$ cat src/rtl/llsc_pkg.sv
// Package: shared operation encoding for the reservation monitor.
// Assumes a two-bit operation field on every requester port.
package llsc_pkg;

    typedef enum logic [1:0] {
        OP_LOAD   = 2'b00,
        OP_STORE  = 2'b01,
        OP_LINK   = 2'b10,
        OP_CONDWR = 2'b11
    } op_e;

    // True for operations that may modify memory.
    function automatic logic op_writes(input op_e op);
        return (op == OP_STORE) || (op == OP_CONDWR);
    endfunction

    // True for operations that return memory contents.
    function automatic logic op_reads(input op_e op);
        return (op == OP_LOAD) || (op == OP_LINK);
    endfunction

endpackage

$ cat src/rtl/llsc_arb.sv
// Module: fixed-priority single-grant arbiter.
// Grants at most one requester per cycle, lowest index first.
// Assumes requesters hold their request until granted.
module llsc_arb #(
    parameter int NREQ  = 2,
    localparam int IDX_W = (NREQ > 1) ? $clog2(NREQ) : 1
) (
    input  logic             rst_n,
    input  logic [NREQ-1:0]  req_vld,
    output logic [NREQ-1:0]  gnt,
    output logic [IDX_W-1:0] gnt_idx,
    output logic             gnt_any
);

    // Pick the lowest-numbered valid request; nothing is granted in reset.
    always_comb begin
        gnt     = '0;
        gnt_idx = '0;
        gnt_any = 1'b0;
        for (int k = NREQ - 1; k >= 0; k--) begin
            if (req_vld[k] && rst_n) begin
                gnt     = '0;
                gnt[k]  = 1'b1;
                gnt_idx = IDX_W'(k);
                gnt_any = 1'b1;
            end
        end
    end

endmodule

$ cat src/rtl/llsc_resv.sv
// Module: per-requester reservation table.
// Each requester owns one valid bit and one word address. A linked read
// overwrites the owner's entry; any write to a matching address clears
// every entry holding it. Assumes at most one granted operation per cycle.
module llsc_resv
    import llsc_pkg::*;
#(
    parameter int NREQ   = 2,
    parameter int ADDR_W = 4,
    localparam int IDX_W = (NREQ > 1) ? $clog2(NREQ) : 1
) (
    input  logic              clk,
    input  logic              rst_n,
    input  logic              gnt_any,
    input  logic [IDX_W-1:0]  gnt_idx,
    input  op_e               op,
    input  logic [ADDR_W-1:0] addr,
    input  logic              wr_en,
    output logic              cond_ok
);

    logic [NREQ-1:0]             rsv_vld;
    logic [NREQ-1:0][ADDR_W-1:0] rsv_addr;

    for (genvar g = 0; g < NREQ; g++) begin : g_entry
        logic is_owner;
        logic hit;

        assign is_owner = gnt_any && (gnt_idx == IDX_W'(g));
        assign hit      = rsv_vld[g] && (rsv_addr[g] == addr);

        // Record on own linked read, drop when any write hits the address.
        always_ff @(posedge clk) begin
            if (!rst_n) begin
                rsv_vld[g]  <= 1'b0;
                rsv_addr[g] <= '0;
            end else if (is_owner && op == OP_LINK) begin
                rsv_vld[g]  <= 1'b1;
                rsv_addr[g] <= addr;
            end else if (wr_en && hit) begin
                rsv_vld[g]  <= 1'b0;
            end
        end
    end

    // Conditional write passes when the granted requester's entry matches.
    always_comb begin
        cond_ok = 1'b0;
        for (int k = 0; k < NREQ; k++) begin
            if (gnt_idx == IDX_W'(k)) begin
                cond_ok = rsv_vld[k] && (rsv_addr[k] == addr);
            end
        end
    end

endmodule

$ cat src/rtl/llsc_mem.sv
// Module: small word memory with combinational read and clocked write.
// Cleared to zero by reset; depth is 2**ADDR_W words.
module llsc_mem #(
    parameter int ADDR_W = 4,
    parameter int DATA_W = 32,
    localparam int DEPTH = 1 << ADDR_W
) (
    input  logic              clk,
    input  logic              rst_n,
    input  logic              wr_en,
    input  logic [ADDR_W-1:0] addr,
    input  logic [DATA_W-1:0] wdata,
    output logic [DATA_W-1:0] rdata
);

    logic [DEPTH-1:0][DATA_W-1:0] words;

    // Clear all words on reset, otherwise apply the single write port.
    always_ff @(posedge clk) begin
        if (!rst_n) begin
            for (int i = 0; i < DEPTH; i++) begin
                words[i] <= '0;
            end
        end else if (wr_en) begin
            words[addr] <= wdata;
        end
    end

    // Read port shows the contents before this cycle's write.
    assign rdata = words[addr];

endmodule

$ cat src/rtl/llsc_monitor.sv
// Module: top of the reservation-based atomic access monitor.
// Arbitrates the requesters, applies one operation per cycle to the
// memory and reservation table, and registers one response per grant.
// Assumes a requester keeps its request steady until req_rdy_o is high.
module llsc_monitor
    import llsc_pkg::*;
#(
    parameter int NREQ   = 2,
    parameter int ADDR_W = 4,
    parameter int DATA_W = 32,
    localparam int IDX_W = (NREQ > 1) ? $clog2(NREQ) : 1
) (
    input  logic                         clk,
    input  logic                         rst_n,
    input  logic [NREQ-1:0]              req_vld_i,
    input  logic [NREQ-1:0][1:0]         req_op_i,
    input  logic [NREQ-1:0][ADDR_W-1:0]  req_addr_i,
    input  logic [NREQ-1:0][DATA_W-1:0]  req_wdata_i,
    output logic [NREQ-1:0]              req_rdy_o,
    output logic [NREQ-1:0]              rsp_vld_o,
    output logic [DATA_W-1:0]            rsp_data_o
);

    logic [NREQ-1:0]   gnt;
    logic [IDX_W-1:0]  gnt_idx;
    logic              gnt_any;
    op_e               sel_op;
    logic [ADDR_W-1:0] sel_addr;
    logic [DATA_W-1:0] sel_wdata;
    logic              cond_ok;
    logic              wr_en;
    logic [DATA_W-1:0] mem_rdata;
    logic [DATA_W-1:0] rsp_next;

    llsc_arb #(.NREQ(NREQ)) u_arb (
        .rst_n   (rst_n),
        .req_vld (req_vld_i),
        .gnt     (gnt),
        .gnt_idx (gnt_idx),
        .gnt_any (gnt_any)
    );

    // Steer the granted requester's fields onto the shared datapath.
    always_comb begin
        sel_op    = OP_LOAD;
        sel_addr  = '0;
        sel_wdata = '0;
        for (int k = 0; k < NREQ; k++) begin
            if (gnt[k]) begin
                sel_op    = op_e'(req_op_i[k]);
                sel_addr  = req_addr_i[k];
                sel_wdata = req_wdata_i[k];
            end
        end
    end

    llsc_resv #(.NREQ(NREQ), .ADDR_W(ADDR_W)) u_resv (
        .clk     (clk),
        .rst_n   (rst_n),
        .gnt_any (gnt_any),
        .gnt_idx (gnt_idx),
        .op      (sel_op),
        .addr    (sel_addr),
        .wr_en   (wr_en),
        .cond_ok (cond_ok)
    );

    // A store always writes; a conditional write only with its reservation.
    assign wr_en = gnt_any && op_writes(sel_op) &&
                   ((sel_op == OP_STORE) || cond_ok);

    llsc_mem #(.ADDR_W(ADDR_W), .DATA_W(DATA_W)) u_mem (
        .clk   (clk),
        .rst_n (rst_n),
        .wr_en (wr_en),
        .addr  (sel_addr),
        .wdata (sel_wdata),
        .rdata (mem_rdata)
    );

    // Choose the response word for the operation being served.
    always_comb begin
        if (op_reads(sel_op)) begin
            rsp_next = mem_rdata;
        end else if (sel_op == OP_CONDWR) begin
            rsp_next = DATA_W'(cond_ok);
        end else begin
            rsp_next = '0;
        end
    end

    // Register the response one cycle after acceptance.
    always_ff @(posedge clk) begin
        if (!rst_n) begin
            rsp_vld_o  <= '0;
            rsp_data_o <= '0;
        end else begin
            rsp_vld_o  <= gnt;
            if (gnt_any) begin
                rsp_data_o <= rsp_next;
            end
        end
    end

    assign req_rdy_o = gnt;

endmodule

$ cat config.mk
export PLATFORM = sky130hd
export DESIGN_NAME = llsc_monitor
export DESIGN_NICKNAME = d
export VERILOG_FILES = /design/src/rtl/llsc_pkg.sv /design/src/rtl/llsc_arb.sv /design/src/rtl/llsc_resv.sv /design/src/rtl/llsc_mem.sv /design/src/rtl/llsc_monitor.sv
export SDC_FILE = /design/constraint.sdc
export NUM_CORES = 1
export LEC_CHECK = 0
export CAP_MARGIN = 20
export CORE_MARGIN = 5
export CORE_UTILIZATION = 35
export CTS_CLUSTER_DIAMETER = 150
export DETAILED_ROUTE_END_ITERATION = 16
export PLACE_DENSITY = 0.6
export SYNTH_ARGS = -nofsm -noshare
export SYNTH_HDL_FRONTEND = slang
export SYNTH_HIERARCHICAL = 1
export SYNTH_SLANG_ARGS = --single-unit
$ cat constraint.sdc
create_clock -name clk -period 5 [get_ports clk]
set_clock_uncertainty 0.2 [all_clocks]
set_input_delay 0.75 -clock clk [delete_from_list [all_inputs] [get_ports clk]]
set_output_delay 0.75 -clock clk [all_outputs]
set_load 0.01 [all_outputs]
[Word level (Yosys, flattened, before mapping)]
Cells that the tools add are included.
Word-level totals
  output and inout bits: 36
  register bits after elaboration: 556
  input bits: 80
Cells by class
  bitwise operators: 1
  reductions and logical operators: 19
  order comparisons: 2
  equal/unequal tests: 5
  muxes and demuxes: 23
Operator list (number)
  $bwmux 512: 1
  $mux 32: 5
  $bmux 32 s4: 1
  $demux 32 s4: 1
  $logic_and 1x1->1: 13
  $mux 1: 9
  $eq 4x4->1: 2
  $mux 2: 4
  $mux 4: 2
  $lt 4x5->1 const B: 1
  $eq 2x2->1 const B: 2
  $ge 4x1->1 const B: 1
  $reduce_bool 2->1: 2
  $logic_or 1x1->1: 3
  $eq 2x1->1 const B: 1
  $logic_not 2->1: 1
  $not 1->1: 1

[Logic depth before layout (Yosys ltp)]
  word-level depth: 13
  depth in mapped cells: 18

[Hierarchy]
Netlist, hierarchy kept.
Modules (own cells, without submodules)
  llsc_mem: area each 24643.6 um^2, seq. area each 10249.8 um^2, instances 1, cells each 2690
  llsc_monitor: area each 1906.8 um^2, seq. area each 680.7 um^2, instances 1, cells each 168
  llsc_resv: area each 489.2 um^2, seq. area each 200.2 um^2, instances 1, cells each 49
  llsc_arb: area each 31.3 um^2, seq. area each 0.0 um^2, instances 1, cells each 4

[Least setup slack after synthesis]
No wires, ideal clock.
  path type: input port to flip-flop
  from: input req_vld_i[0]
  to: register u_mem/words[259] (netlist bit)
  slack: 0.985 ns
  arrival time: 3.691 ns
  data required time: 4.676 ns
  cell stages on the path: 17
  cell sequence: and3b_1 buf_4 buf_2 buf_2 nand2_1 o21ai_1 xnor2_1 nand4_1 o32ai_1 inv_1 a21boi_1 buf_2 or3b_2 buf_2 clkbuf_1 o21ai_0 a21boi_0
Between the ends
  elaborated cells on any way between the ends: 27
RTL lines
  start, declared: line llsc_monitor.sv:15  | input logic [NREQ-1:0] req_vld_i,
  $logic_and 1x1->1 *: line llsc_arb.sv:21  | if (req_vld[k] && rst_n) begin
  $mux 2 *: line llsc_arb.sv:21
  named net req_rdy_o[1]: line llsc_monitor.sv:19  | output logic [NREQ-1:0] req_rdy_o,
  $mux 4 *: line llsc_monitor.sv:49  | if (gnt[k]) begin
  named net sel_addr[2]: line llsc_monitor.sv:28  | logic [ADDR_W-1:0] sel_addr;
  $eq 4x4->1: line llsc_resv.sv:51  | cond_ok = rsv_vld[k] && (rsv_addr[k] == addr);
  $logic_and 1x1->1: line llsc_resv.sv:51
  $mux 1 *: line llsc_resv.sv:50  | if (gnt_idx == IDX_W'(k)) begin
  named net cond_ok: line llsc_monitor.sv:30  | logic cond_ok;
  $logic_or 1x1->1 *: line llsc_monitor.sv:70  | ((sel_op == OP_STORE) || cond_ok);
  $logic_and 1x1->1 *: line llsc_monitor.sv:69  | assign wr_en = gnt_any && op_writes(sel_op) &&
  named net wr_en: line llsc_monitor.sv:31  | logic wr_en;
  end signal, assigned by index: line llsc_mem.sv:25  | words[addr] <= wdata;
  end, declared: line llsc_mem.sv:16  | logic [DEPTH-1:0][DATA_W-1:0] words;
Mark *: on every way through the listed nets, which the timed path passes. The rest lies on a longest branch.
A chain may end at the register's enable or synchronous reset.

[Final worst setup path]
  from: input req_vld_i[0]
  to: register u_mem/words[23] (netlist bit)
Between the ends
  cells in the longest elaborated chain, start to end: 9
  elaborated cells on any way between the ends: 27
Ends and longest elaborated chain (line)
  $logic_and 1x1->1 *: llsc_arb.sv:21
  $mux 2 *: llsc_arb.sv:21
  $mux 4: llsc_monitor.sv:49
  $mux 4 *: llsc_monitor.sv:49
  named net sel_addr[3]: llsc_monitor.sv:28
  $eq 4x4->1: llsc_resv.sv:51
  $logic_and 1x1->1: llsc_resv.sv:51
  $mux 1 *: llsc_resv.sv:50
  named net cond_ok: llsc_monitor.sv:30
  $logic_or 1x1->1 *: llsc_monitor.sv:70
  $logic_and 1x1->1 *: llsc_monitor.sv:69
  named net wr_en: llsc_monitor.sv:31
Marked as above.

==> results.json <==
{
  "run_status": "finished clean",
  "wire_per_inst_um": 23.95,
  "slew_violations": 0,
  "finalCriticalPeriod_ns": 4.078,
  "multi_input_area_um2": 14210,
  "synth_cells": 2911,
  "dieArea_um2": 83010,
  "nNetsFinal": 2825,
  "grt_max_degree": 272,
  "first_pass_iters": 5,
  "root_buffer": "clkbuf_16",
  "async_flop_share_pct": 0,
  "detail-route-antenna-nets": 0,
  "cts_tree": "done",
  "yosys.area.top_type_share_pct": 41.12,
  "start_util_pct": 35.12,
  "critPathTopFamily": "simple AND/OR/NAND/NOR gates",
  "hpwlAfterDp_um": 45010,
  "fin_util_pct": 39.62,
  "cp_cell_sequence": "clkdlybuf4s50_1, and3b_2, nor2b_4, a22o_1, xnor2_1, nand4_1, o32ai_1, inv_1, a21boi_1, or3b_2, buf_4, o21ai_0, a21boi_0",
  "viasPerCell": 5.998,
  "final.fill_count": 7615,
  "grt_pass1_vias": 22620,
  "drt-initial-drc-count": 2288,
  "power_uw": 9707,
  "routabilityCongestion": 0.7599,
  "setup_viol": 0,
  "core_area_um2": 77080,
  "endpoint_kind": "flip-flop",
  "clkTransAtPathRegs_ns": 0.06,
  "vdd_drop_max_v": 0.0002477,
  "cap_viol_max_count": 0,
  "grt_usage_pct": 21.32,
  "cts_buffers": 57,
  "grt_first_pass_wirelength_um": 140900,
  "drive_above_1_share_pct": 12.54,
  "antenna_found_initial": 1,
  "drt_wl_total_um": 91600,
  "critPathMaxStageDelay_ns": 0.54,
  "vias": 22940,
  "whs_ns": 0.1646,
  "maxSlewHeadroom_pct": 16.55,
  "p_leak_uw": 0.009292,
  "clock_path_buffers": 3,
  "grt_overflow_total": 0,
  "cts.repair.resized": 0,
  "ys_warn_count": 6,
  "crit_buf_inv": 3,
  "clock_latency_ns": 0.62,
  "fin_tns_setup_ns": 0,
  "cts_setup_buffers": 0,
  "ys_top_cells_by_area": "dfxtp_1, a21boi_0, mux4_2, nand3_1, o21ai_0",
  "cp.required_ns": 5.31,
  "syn2layout_area_growth_pct": 12.80,
  "hold_path_class": "in -> reg",
  "synth_edf_count": 0,
  "cts_max_level": 2,
  "cts_hold_buf": 0,
  "final-seq-area_um2": 11130,
  "place_ws_ns": 0.3406,
  "max_freq_mhz": 245.2,
  "row_count": 102,
  "die_y_um": 288.1,
  "reg2reg_slack_ns": 2.04,
  "io_pins": 116,
  "synthesis.area_um2": 27070,
  "syn-num-nets": 2991,
  "ys_types": 43,
  "critPathArrivalTime_ns": 4.39,
  "rsz0062_at_grt": "false",
  "start_kind": "primary input",
  "synth_seq_area_share_pct": 41.12,
  "ys_seq_elements": 556,
  "port_buffers": 115,
  "die_w_um": 288.1,
  "tightest_slew_ns": 1.252,
  "path_max_fanout": 64,
  "worst_slack_ns": 0.9221,
  "final.period_utilization_pct": 81.56,
  "p_per_area_nw_per_um2": 317.9,
  "final_hold_viol_count": 0,
  "cp_slowest_cell": "and3b_2",
  "syn_area_per_cell_um2": 9.300,
  "cts.sinks": 556,
  "drc": 0,
  "synth.largest_area_cell": "dfxtp_1",
  "path_class": "in -> reg",
  "ys.flop_type": "dfxtp_1"
}
[through the flow]
step,area (um^2),instances
after detailed placement,28620,3726
after global routing,30530,3824
after floorplan,27070,2911
final,30540,3825
after CTS,30530,3824
after global placement,28620,3726
[layout make-up]
| type | instances | share of cell area (%) |
|---|---|---|
| well taps | 1040 | 4.261 |
| multi-input cells | 1941 | 46.53 |
| diodes | 1 | 0.008195 |
| clock buffers | 84 | 5.531 |
| clock inverters | 14 | 0.7252 |
| repair buffers | 185 | 6.449 |
| flip-flops and latches | 556 | 36.45 |
| inverters | 4 | 0.04917 |
[layout by cell type, fill, tap and decap left out, types with 2 or more instances in the layout]
| master | instances |
|---|---|
| buf_12 | 23 |
| nand4_1 | 2 |
| mux4_2 | 128 |
| a22o_4 | 2 |
| nand3b_1 | 5 |
| a21boi_1 | 63 |
| inv_1 | 3 |
| nor2_4 | 2 |
| dfxtp_1 | 556 |
| nor3b_2 | 32 |
| nor2b_4 | 5 |
| mux2i_1 | 39 |
| xnor2_1 | 8 |
| a22oi_1 | 64 |
| bufinv_16 | 5 |
| a21boi_0 | 450 |
| nor2_1 | 8 |
| and2_2 | 2 |
| nand2_1 | 40 |
| and2_1 | 2 |
| clkbuf_1 | 12 |
| clkinv_2 | 7 |
| a22o_1 | 33 |
| and3b_4 | 2 |
| and3b_2 | 3 |
| nand3_1 | 513 |
| clkbuf_8 | 14 |
| nand2b_4 | 2 |
| clkbuf_16 | 58 |
| o21ai_0 | 513 |
| clkdlybuf4s50_1 | 114 |
| buf_4 | 47 |
[cells by family (layout without fill, tap and decap cells)]
group	count (synthesis)	in the layout	synth area share, %
compound gates	1134	1134	26.89
xor+xnor	8	8	0.2588
buf+inv	414	287	6.988
flops	556	556	41.12
mux	167	167	12.09
other cells	0	1	0
simple gates	632	632	12.66
[synth_stat cells, types with 2 or more instances]
cell,number
a21boi_0,450
a21boi_1,63
a22o_1,35
a22oi_1,64
and2_1,4
and3_1,2
and3b_1,5
buf_1,22
buf_2,126
buf_4,26
buf_6,11
clkbuf_1,225
dfxtp_1,556
inv_1,3
mux2i_1,39
mux4_2,128
nand2_1,41
nand2b_1,3
nand3_1,515
nand3b_1,5
nand4_1,2
nor2_1,10
nor2b_1,5
nor3b_1,3
nor3b_2,30
o21a_1,2
o21ai_0,513
xnor2_1,8
[routing by layer]
layer,global-route usage (%),wire length (um)
met1,29.78,40500
met2,34.45,42400
met3,3.056,6074
met4,6.283,2601
met5,0,17
[report_power, final]
| group | internal (uW) | leakage (uW) | switching [uW] |
|---|---|---|---|
| logic | 256 | 0.00387 | 565 |
| clock network | 2580 | 0.000944 | 1870 |
| registers | 4430 | 0.00448 | 2.49 |
| total | 7270 | 0.00929 | 2430 |
[worst register-to-register path: cells and delay by family (launching register included)]
family	cells	cell delay [ns]
flip-flops	1	0.32
AND/OR/NAND/NOR	2	0.64
buffers and inverters	2	0.50
AO/OA/AOI/OAI	4	1.03
XOR/XNOR	1	0.16
[worst paths after layout]
path                                          from              end  cells past startpoint
worst max register to register  u_resv/rsv_addr[2]  u_mem/words[23]                      9
worst min register to register     u_mem/words[55]  u_mem/words[55]                      2
worst min-delay path                         rst_n     rsp_vld_o[0]                      2
worst max-delay path                  req_vld_i[0]  u_mem/words[23]                     13
[sequential cells by signal (all words and copies together), names as in the netlist]
| name | count |
|---|---|
| u_mem/words | 512 |
| u_resv/rsv_addr | 8 |
| u_resv/rsv_vld | 2 |
| rsp_vld_o | 2 |
| rsp_data_o | 32 |
No activity file was read; power rests on OpenSTA's default activity.
